[src/rtl/nand_seq_pkg.sv]
// Shared encodings for the NAND page operation sequencer.
// Assumes an 8-bit multiplexed device bus and the usual two-phase command set.
package nand_seq_pkg;

    typedef enum logic [1:0] {
        OP_ERASE  = 2'd0,
        OP_PROG   = 2'd1,
        OP_READ   = 2'd2,
        OP_STATUS = 2'd3
    } nand_op_e;

    typedef enum logic [1:0] {
        RES_PASS = 2'd0,
        RES_FAIL = 2'd1,
        RES_TMO  = 2'd2
    } nand_res_e;

    typedef enum logic [3:0] {
        S_IDLE, S_WRDY, S_CMD1, S_ADDR, S_LOAD, S_DIN, S_CMD2,
        S_TWB, S_BUSY, S_DOUT, S_SCMD, S_SRD, S_DONE
    } seq_state_e;

    localparam logic [7:0] CMD_ERASE_SETUP = 8'h60;
    localparam logic [7:0] CMD_ERASE_GO    = 8'hD0;
    localparam logic [7:0] CMD_PROG_SETUP  = 8'h80;
    localparam logic [7:0] CMD_PROG_GO     = 8'h10;
    localparam logic [7:0] CMD_READ_SETUP  = 8'h00;
    localparam logic [7:0] CMD_READ_GO     = 8'h30;
    localparam logic [7:0] CMD_STAT        = 8'h70;

endpackage

[src/rtl/nand_req_check.sv]
// Request range check: decides whether a program or read request fits in one page.
// Assumes erase and status requests need no column check.
module nand_req_check
    import nand_seq_pkg::*;
#(
    parameter int PAGE_BYTES = 2112,
    parameter int COL_W      = 12,
    parameter int CNT_W      = 12
) (
    input  logic [1:0]       op,
    input  logic [COL_W-1:0] col,
    input  logic [CNT_W-1:0] count,
    output logic             ok
);
    localparam int SUM_W = ((COL_W > CNT_W) ? COL_W : CNT_W) + 1;

    logic [SUM_W-1:0] span_end;

    // Combinational fit test on the requested column window.
    always_comb begin
        span_end = SUM_W'(col) + SUM_W'(count);
        if (op == OP_PROG || op == OP_READ)
            ok = (count != '0) && (SUM_W'(col) < SUM_W'(PAGE_BYTES))
                 && (span_end <= SUM_W'(PAGE_BYTES));
        else
            ok = 1'b1;
    end
endmodule

[src/rtl/nand_busy_timer.sv]
// Bounded wait on ready/busy: reports ready, or expiry after limit busy cycles.
// Assumes run drops between separate waits so each wait starts from zero.
module nand_busy_timer #(
    parameter int TMO_W = 16
) (
    input  logic             clk,
    input  logic             rst_n,
    input  logic             run,
    input  logic             rb_n,
    input  logic [TMO_W-1:0] limit,
    output logic             ready,
    output logic             expired
);
    logic [TMO_W-1:0] cnt;

    // Count busy cycles while a wait is active, saturating at the limit.
    always_ff @(posedge clk) begin
        if (!rst_n)              cnt <= '0;
        else if (!run || rb_n)   cnt <= '0;
        else if (cnt != limit)   cnt <= cnt + 1'b1;
    end

    assign ready   = run && rb_n;
    assign expired = run && !rb_n && (cnt == limit);
endmodule

[src/rtl/nand_op_seq.sv]
// NAND page operation sequencer: runs erase, program, read and status
// transactions from one request and reports pass, fail or timeout.
// Assumes one clock per strobe phase meets the device's setup and hold
// times, and that fl_rb_n is already synchronous to clk.
module nand_op_seq
    import nand_seq_pkg::*;
#(
    parameter int BLOCKS     = 2048,
    parameter int PAGES      = 64,
    parameter int PAGE_BYTES = 2112,
    parameter int TMO_W      = 16
) (
    input  logic                          clk,
    input  logic                          rst_n,
    input  logic                          req_valid,
    output logic                          req_ready,
    input  logic [1:0]                    req_op,
    input  logic [$clog2(BLOCKS)-1:0]     req_block,
    input  logic [$clog2(PAGES)-1:0]      req_page,
    input  logic [$clog2(PAGE_BYTES)-1:0] req_col,
    input  logic [$clog2(PAGE_BYTES+1)-1:0] req_count,
    input  logic [TMO_W-1:0]              tmo_limit,
    input  logic [7:0]                    wr_data,
    input  logic                          wr_valid,
    output logic                          wr_ready,
    output logic [7:0]                    rd_data,
    output logic                          rd_valid,
    output logic                          done,
    output logic [1:0]                    result,
    output logic [7:0]                    stat_byte,
    output logic                          fl_ce_n,
    output logic                          fl_cle,
    output logic                          fl_ale,
    output logic                          fl_we_n,
    output logic                          fl_re_n,
    output logic                          fl_wp_n,
    output logic [7:0]                    fl_io_out,
    output logic                          fl_io_oe,
    input  logic [7:0]                    fl_io_in,
    input  logic                          fl_rb_n
);
    localparam int BLK_W = $clog2(BLOCKS);
    localparam int PG_W  = $clog2(PAGES);
    localparam int COL_W = $clog2(PAGE_BYTES);
    localparam int CNT_W = $clog2(PAGE_BYTES+1);

    seq_state_e        state;
    nand_op_e          op_q;
    nand_res_e         res_q;
    logic              phase_q;
    logic [39:0]       addr_q;
    logic [2:0]        idx_q;
    logic [CNT_W-1:0]  cnt_q;
    logic [7:0]        dreg_q, stat_q, rd_data_q;
    logic              rd_valid_q;
    logic              req_ok, wait_run, rdy_hit, tmo_hit;
    logic [PG_W-1:0]   page_eff;
    logic              strobe_w, strobe_r;

    nand_req_check #(.PAGE_BYTES(PAGE_BYTES), .COL_W(COL_W), .CNT_W(CNT_W)) u_check (
        .op(req_op), .col(req_col), .count(req_count), .ok(req_ok)
    );

    assign wait_run = (state == S_WRDY) || (state == S_BUSY);

    nand_busy_timer #(.TMO_W(TMO_W)) u_timer (
        .clk(clk), .rst_n(rst_n), .run(wait_run), .rb_n(fl_rb_n),
        .limit(tmo_limit), .ready(rdy_hit), .expired(tmo_hit)
    );

    assign page_eff = (nand_op_e'(req_op) == OP_ERASE) ? '0 : req_page;

    // Sequence control: walks command, address, data and wait steps.
    always_ff @(posedge clk) begin
        if (!rst_n) begin
            state      <= S_IDLE;
            op_q       <= OP_STATUS;
            res_q      <= RES_PASS;
            phase_q    <= 1'b0;
            addr_q     <= '0;
            idx_q      <= '0;
            cnt_q      <= '0;
            dreg_q     <= '0;
            stat_q     <= '0;
            rd_data_q  <= '0;
            rd_valid_q <= 1'b0;
        end else begin
            rd_valid_q <= 1'b0;
            case (state)
                S_IDLE: if (req_valid) begin
                    op_q   <= nand_op_e'(req_op);
                    addr_q <= {24'({req_block, page_eff}), 16'(req_col)};
                    cnt_q  <= req_count;
                    res_q  <= req_ok ? RES_PASS : RES_FAIL;
                    state  <= req_ok ? S_WRDY : S_DONE;
                end
                S_WRDY: begin
                    idx_q <= (op_q == OP_ERASE) ? 3'd2 : 3'd0;
                    if (tmo_hit) begin
                        res_q <= RES_TMO;
                        state <= S_DONE;
                    end else if (rdy_hit)
                        state <= (op_q == OP_STATUS) ? S_SCMD : S_CMD1;
                end
                S_CMD1: begin
                    phase_q <= ~phase_q;
                    if (phase_q) state <= S_ADDR;
                end
                S_ADDR: begin
                    phase_q <= ~phase_q;
                    if (phase_q) begin
                        if (idx_q == 3'd4) state <= (op_q == OP_PROG) ? S_LOAD : S_CMD2;
                        else               idx_q <= idx_q + 3'd1;
                    end
                end
                S_LOAD: if (wr_valid) begin
                    dreg_q <= wr_data;
                    state  <= S_DIN;
                end
                S_DIN: begin
                    phase_q <= ~phase_q;
                    if (phase_q) begin
                        if (cnt_q == CNT_W'(1)) state <= S_CMD2;
                        else begin
                            cnt_q <= cnt_q - 1'b1;
                            state <= S_LOAD;
                        end
                    end
                end
                S_CMD2: begin
                    phase_q <= ~phase_q;
                    if (phase_q) state <= S_TWB;
                end
                S_TWB: state <= S_BUSY;
                S_BUSY: begin
                    if (tmo_hit) begin
                        res_q <= RES_TMO;
                        state <= S_DONE;
                    end else if (rdy_hit)
                        state <= (op_q == OP_READ) ? S_DOUT : S_SCMD;
                end
                S_DOUT: begin
                    phase_q <= ~phase_q;
                    if (!phase_q) begin
                        rd_data_q  <= fl_io_in;
                        rd_valid_q <= 1'b1;
                    end else if (cnt_q == CNT_W'(1)) begin
                        res_q <= RES_PASS;
                        state <= S_DONE;
                    end else
                        cnt_q <= cnt_q - 1'b1;
                end
                S_SCMD: begin
                    phase_q <= ~phase_q;
                    if (phase_q) state <= S_SRD;
                end
                S_SRD: begin
                    phase_q <= ~phase_q;
                    if (!phase_q) stat_q <= fl_io_in;
                    else begin
                        res_q <= (op_q != OP_STATUS && stat_q[0]) ? RES_FAIL : RES_PASS;
                        state <= S_DONE;
                    end
                end
                default: state <= S_IDLE;
            endcase
        end
    end

    assign strobe_w = (state == S_CMD1) || (state == S_ADDR) || (state == S_DIN)
                   || (state == S_CMD2) || (state == S_SCMD);
    assign strobe_r = (state == S_DOUT) || (state == S_SRD);

    // Bus value selection for the current write cycle.
    always_comb begin
        case (state)
            S_CMD1:  fl_io_out = (op_q == OP_ERASE) ? CMD_ERASE_SETUP :
                                 (op_q == OP_PROG)  ? CMD_PROG_SETUP  : CMD_READ_SETUP;
            S_ADDR:  fl_io_out = addr_q[{idx_q, 3'b000} +: 8];
            S_DIN:   fl_io_out = dreg_q;
            S_CMD2:  fl_io_out = (op_q == OP_ERASE) ? CMD_ERASE_GO :
                                 (op_q == OP_PROG)  ? CMD_PROG_GO  : CMD_READ_GO;
            S_SCMD:  fl_io_out = CMD_STAT;
            default: fl_io_out = 8'h00;
        endcase
    end

    assign fl_io_oe  = strobe_w;
    assign fl_cle    = (state == S_CMD1) || (state == S_CMD2) || (state == S_SCMD);
    assign fl_ale    = (state == S_ADDR);
    assign fl_we_n   = !(strobe_w && !phase_q);
    assign fl_re_n   = !(strobe_r && !phase_q);
    assign fl_ce_n   = (state == S_IDLE) || (state == S_DONE);
    assign fl_wp_n   = !fl_ce_n && (op_q == OP_ERASE || op_q == OP_PROG);
    assign req_ready = (state == S_IDLE);
    assign wr_ready  = (state == S_LOAD);
    assign rd_data   = rd_data_q;
    assign rd_valid  = rd_valid_q;
    assign done      = (state == S_DONE);
    assign result    = res_q;
    assign stat_byte = stat_q;

    AST_REJECT_FAST: assert property (@(posedge clk) disable iff (!rst_n)
        (req_valid && req_ready && !req_ok) |=> (done && result == RES_FAIL));
    AST_TMO_REPORT: assert property (@(posedge clk) disable iff (!rst_n)
        tmo_hit |=> (done && result == RES_TMO));
    AST_STROBE_EXCL: assert property (@(posedge clk) disable iff (!rst_n)
        !(!fl_we_n && !fl_re_n));
    AST_LATCH_EXCL: assert property (@(posedge clk) disable iff (!rst_n)
        !(fl_cle && fl_ale));
    AST_BUS_TURN: assert property (@(posedge clk) disable iff (!rst_n)
        !fl_re_n |-> !fl_io_oe);
    AST_DONE_PULSE: assert property (@(posedge clk) disable iff (!rst_n)
        done |=> !done);
    AST_CE_IDLE: assert property (@(posedge clk) disable iff (!rst_n)
        req_ready |-> fl_ce_n);
endmodule

[config.mk]
export PLATFORM = sky130hd
export DESIGN_NAME = nand_op_seq
export DESIGN_NICKNAME = d
export VERILOG_FILES = /design/src/rtl/nand_seq_pkg.sv /design/src/rtl/nand_req_check.sv /design/src/rtl/nand_busy_timer.sv /design/src/rtl/nand_op_seq.sv
export SDC_FILE = /design/constraint.sdc
export NUM_CORES = 1
export LEC_CHECK = 0
export CORE_MARGIN = 3
export CORE_UTILIZATION = 52
export DETAILED_ROUTE_END_ITERATION = 7
export PLACE_DENSITY = 0.84
export RECOVER_POWER = 100
export SLEW_MARGIN = 25
export SYNTH_ARGS = -nofsm -noshare
export SYNTH_HDL_FRONTEND = slang
export SYNTH_SLANG_ARGS = --single-unit
[constraint.sdc]
create_clock -name clk -period 3.1 [get_ports clk]
set_input_delay 0.31 -clock clk [delete_from_list [all_inputs] [get_ports clk]]
set_output_delay 0.31 -clock clk [all_outputs]
set_load 0.1 [all_outputs]
# Word level (Yosys, flattened, before mapping)
# Index checks and enable logic that the tools add are counted.
# classes
n_addsub	4
magnitude_cmp	2
n_eq_ne	39
n_shift	1
mux	45
bitwise_logic	2
n_reduce_logical	47
# ops
cell	count
two-way mux 4 bit	17
one-hot mux 4 bit (12 select lines)	1
one-hot mux 8 bit (5 select lines)	1
indexed part select 40 x 7 -> 8 bit	1
two-way mux 12 bit	3
two-way mux 8 bit	3
inequality test 2 bit (second input constant)	12
one-hot mux 12 bit (2 select lines)	1
== test 4 bit (second input constant)	5
two-way mux 2 bit	9
adder 16 x 1 -> 16 bit (second input constant)	1
== test 16 bit	1
== test 4 x 3 -> 1 bit (second input constant)	4
inequality test 16 bit	1
adder 12 x 12 -> 13 bit	1
less-or-equal comparator 13 x 12 -> 1 bit (second input constant)	1
AND reduction 13 bit	1
== test 12 x 1 -> 1 bit (second input constant)	1
logical OR 1 bit	12
less-than comparator 12 bit (second input constant)	1
two-way mux 6 bit	2
nonzero test 12 bit	1
subtractor 12 x 1 -> 12 bit (second input constant)	1
AND reduction 2 bit	5
other kinds (24)	54
# word_totals
regBits	94
inputBits	80
output_inout_bits	37
wordCells	152

# Logic depth before layout (Yosys ltp)
# depth
depth_word	7
depth_mapped	11
mapped_depth_nobuf	9

# By module
# Synthesis repeated with hierarchy kept, for this count alone.
# hier_totals
hier_cells	712
hier_area_um2	5725.5
# modules_own_cells
mod	instances	cells_each	area_per_inst_um2
nand_op_seq	1	511	4098.9
nand_busy_timer	1	118	982.2
nand_req_check	1	83	644.4

# Least setup slack after synthesis
# No wires, ideal clock.
# synth_path
path_kind	reg2out
start	register state[1]
end	output fl_wp_n
t_arrival_ns	4.179
required_time_ns	2.790
path_slack_ns	-1.389
stages_incl_launch_ff	5
path_buffers	1
path_cell_list	dfxtp_1 > buf_2 > nand2b_1 > o21ai_0 > nor2_1
# synth_via
elab_chain_cells	4
word_cells_on_any_way	5
cone_classes	1 x eq/ne; 4 x reduce/logical
# synth_lines
element	line_no	rtl
from (decl)	nand_op_seq.sv:47	seq_state_e state;
from (signal assigned)	nand_op_seq.sv:95	state <= req_ok ? S_WRDY : S_DONE;
from (signal assigned)	nand_op_seq.sv:103	state <= (op_q == OP_STATUS) ? S_SCMD : S_CMD1;
from (signal assigned)	nand_op_seq.sv:112	if (idx_q == 3'd4) state <= (op_q == OP_PROG) ? S_LOAD : S_CMD2;
== test 4 bit / logical NOT 4 bit (equally long branches)	nand_op_seq.sv:193	assign fl_ce_n = (state == S_IDLE) || (state == S_DONE);
logical OR 1 bit *	nand_op_seq.sv:193	
via fl_ce_n	nand_op_seq.sv:31	output logic fl_ce_n,
logical NOT 1 bit *	nand_op_seq.sv:194	assign fl_wp_n = !fl_ce_n && (op_q == OP_ERASE || op_q == OP_PROG);
logical AND 1 bit *	nand_op_seq.sv:194	
to (decl)	nand_op_seq.sv:36	output logic fl_wp_n,
# Mark *: on every way through the listed nets, which the timed path passes. The rest lies on a longest branch.

# Worst setup path after layout
# layout_path
start	input req_count[0]
end	register state[2]
# layout_via
elab_chain_cells	7
word_cells_on_any_way	9
cone_classes	1 x add/sub; 1 x order compare; 4 x mux; 3 x reduce/logical
# layout_lines
element	line_no	rtl
from (decl)	nand_op_seq.sv:21	input logic [$clog2(PAGE_BYTES+1)-1:0] req_count,
adder 12 x 12 -> 13 bit / nonzero test 12 bit (equally long branches)	nand_req_check.sv:21, nand_req_check.sv:23	
less-or-equal comparator 13 x 12 -> 1 bit / logical AND 1 bit (equally long branches)	nand_req_check.sv:24, nand_req_check.sv:23	
logical AND 1 bit *	nand_req_check.sv:24	&& (span_end <= SUM_W'(PAGE_BYTES));
two-way mux 1 bit *	nand_req_check.sv:22	if (op == OP_PROG || op == OP_READ)
two-way mux 4 bit *	nand_op_seq.sv:95	
two-way mux 4 bit *	nand_op_seq.sv:90	S_IDLE: if (req_valid) begin
one-hot mux 4 bit (12 select lines) *	nand_op_seq.sv:89	case (state)
# Mark *: on every way between the ends. The rest lies on a longest branch, timed or not. The select of a mux whose other input is x is not followed.
# A chain may end at the register's enable or synchronous reset.

==> results_dict.tcl <==
set metrics [dict create \
    wire_per_inst_um 16.3 \
    antenna_found_initial 0 \
    syn_area_per_cell_um2 7.99 \
    io_buffers 116 \
    drive_above_1_share 0.0686 \
    fmax_mhz 338 \
    fin_crit_sh 0.953 \
    cts.htree.levels 3 \
    ys_ff_latch 94 \
    powerDensity_mw_per_mm2 690 \
    yosysMostFrequentCell "nand2_1" \
    finalPower_mw 4.68 \
    hpwl_mm 11.4 \
    clock_latency_ns 0.36 \
    finalSetupTns_ns 0 \
    arrival_ns 3.18 \
    min_from "addr_q[20]$_SDFFE_PN0P_" \
    setup_viol 0 \
    crit_path_start "req_count[0]" \
    gr-total-overflow 0 \
    grt_pass1_vias 5219 \
    ys_types 72 \
    path_cells "clkdlybuf4s50_1 > ha_1 > fa_1 > a21o_1 > a2111oi_0 > a21oi_1 > nor3_1 > o2111ai_1 > o211ai_1 > o311ai_0" \
    die_y_um 108 \
    cpPeakStageDelay_ns 0.47 \
    dieArea_mm2 0.0117 \
    antenna_left 0 \
    hold_viol 0 \
    vias 5358 \
    dr.first_iter.drc_count 314 \
    crit_fanout 3 \
    fin_skew_ns 0.00961 \
    grt_util_met1 0.344 \
    synthTopCellsByArea "dfxtp_1 35%, nand2_1 6.8%, a21oi_1 6.0%, nor2_1 5.3%, mux2i_1 4.3%" \
    status "finished clean" \
    worstMarginPinSlew_ns 1.17 \
    cts_buffers 9 \
    relSlewSlack 0.220 \
    reg2reg_depth 8 \
    holdCritPathClass "reg -> reg" \
    cts-root-buf "clkbuf_8" \
    place_area_mm2 0.00664 \
    grt_max_degree 67 \
    p_leak_nw 2.67 \
    synth-main-ff-cell "dfxtp_1" \
    routabilityCongestion 0.909 \
    yosys.area.top_type "dfxtp_1" \
    reg2reg_from "state[2]$_SDFFE_PN0P_" \
    drt_wl_total_mm 15.0 \
    dp.cells 904 \
    worstPathRequired_ns 3.32 \
    ir_drop_v 0.000562 \
    cts_tree "built" \
    numClockSinks 94 \
    via_per_inst 5.82 \
    cp-start-kind "input pin" \
    ys_warn_count 0 \
    cts.clk_slew.worst_paths_ns 0.09 \
    synth.net_count 777 \
    met3_usage 0.0507 \
    hold_depth 2 \
    yosysSeqAreaShare 0.348 \
    grtUsageTotal 0.261 \
    top_usage_layer "met2" \
    grt_pass1_wl_mm 24.7 \
    syn-cell-area_mm2 0.00541 \
    use_met2 0.443 \
    drc 0 \
    row_count 36 \
    syn2layout_area_growth_pct 25.4 \
    final_max_slew_viol_count 0 \
    drv_cap 0 \
    fin_crit_ns 2.96 \
    die_w_um 108 \
    fin_nets 881 \
    synth_top_area_share 0.348 \
    fin_area_mm2 0.00679 \
    dr.pass1.iters 5 \
    post_cts_buffers 0 \
    ios 117 \
    core_area_mm2 0.00995 \
    cts_buffer_depth 2 \
    fin_cells 920 \
    cts-resized-gates 0 \
    synthTopCellsByCount "98 x nand2_1, 94 x dfxtp_1, 77 x nor2_1" \
    crit_slowest_cell "a2111oi_0" \
    async_flop_share 0 \
    endpoint_kind "flip-flop" \
    rsz0062_at_grt "no" \
    syn-instance-count 678 \
    synth_edf_count 0 \
    criticalPathCategory "in -> reg" \
    start_util 0.544 \
    cts-hold-fix-buffers 0 \
    antenna-diode-count 0 \
]
metal layers:
metal / vias up / share of wire
met5: - / 0
met4: 0 / 0.014
met3: 23 / 0.075
met2: 205 / 0.48
met1: 2521 / 0.43
li1: 2609 / -
cell type report:
cell class                      instances  area [um2]
Tap cell                              133         166
Clock inverter                          5        81.3
Clock buffer                           11         151
Inverter                               20        75.1
Sequential cell                        94        1880
Timing Repair Buffer                  128        1150
Fill cell                             826        3170
Multi-Input combinational cell        529        3290
sequential cells by signal, indices dropped and copies added (netlist names):
name / count
u_timer.cnt: 16
phase_q: 1
dreg_q: 8
stat_byte: 8
state: 4
cnt_q: 12
result: 2
rd_valid: 1
rd_data: 8
op_q: 2
idx_q: 3
addr_q: 29
path summary, 6_finish.rpt:
path                             end  slack, ns
max            state[2]$_SDFFE_PN0P_       0.14
min          addr_q[20]$_SDFFE_PN0P_       0.46
max reg2reg    state[2]$_SDFFE_PN0P_       0.37
min reg2reg  addr_q[20]$_SDFFE_PN0P_       0.46
cell families (layout without fill, tap and decap cells):
family,Yosys count,after routing,share of synthesized area
and+or+nand+nor,282,282,0.248
AOI/OAI and AO/OA,162,162,0.196
DFF,94,94,0.348
buffers and inverters,55,164,0.0409
xor gates and xnor gates,38,38,0.0615
muxes,27,27,0.0592
adders and majority gates,20,20,0.0471
cells in the final DEF, fill, tap and decap left out, drive strengths merged, types with 5 or more instances in the layout:
cell type,count
nor3,18
nand3,23
clkdlybuf4s50,78
buf,9
clkbuf,32
nand2b,10
xnor2,13
nand4,7
nand2,98
nor2,79
ha,18
dlygate4sd3,20
or3,6
inv,19
mux2i,23
o211ai,5
a31oi,5
and3,9
a21oi,65
xor2,25
o21a,7
nand3b,7
o21ai,27
dfxtp,94
nor4,10
metrics by stage:
step / hold slack [ns] / setup slack (ns) / util
floorplan: 0.429 / -0.270 / -
global placement: 0.443 / 0.0836 / 0.667
detailed placement: 0.449 / -0.000714 / 0.667
CTS: 0.460 / 0.376 / 0.691
global route: 0.477 / 0.120 / 0.682
finish: 0.459 / 0.145 / 0.682
worst max-delay path: cells and delay by family:
kind	cells	cell delay, ns
AOI/OAI and AO/OA	6	1.51
buffers and inverters	1	0.46
and+or+nand+nor	1	0.23
adders and majority gates	2	0.67
report_power, final:
part           switching [mW]  internal (mW)  leakage, nW  total, mW
Sequential              0.222           1.39        0.764       1.61
Combinational            1.45          0.694         1.79       2.14
Clock                   0.434          0.499        0.116      0.933
No activity file was read; power rests on OpenSTA's default activity.
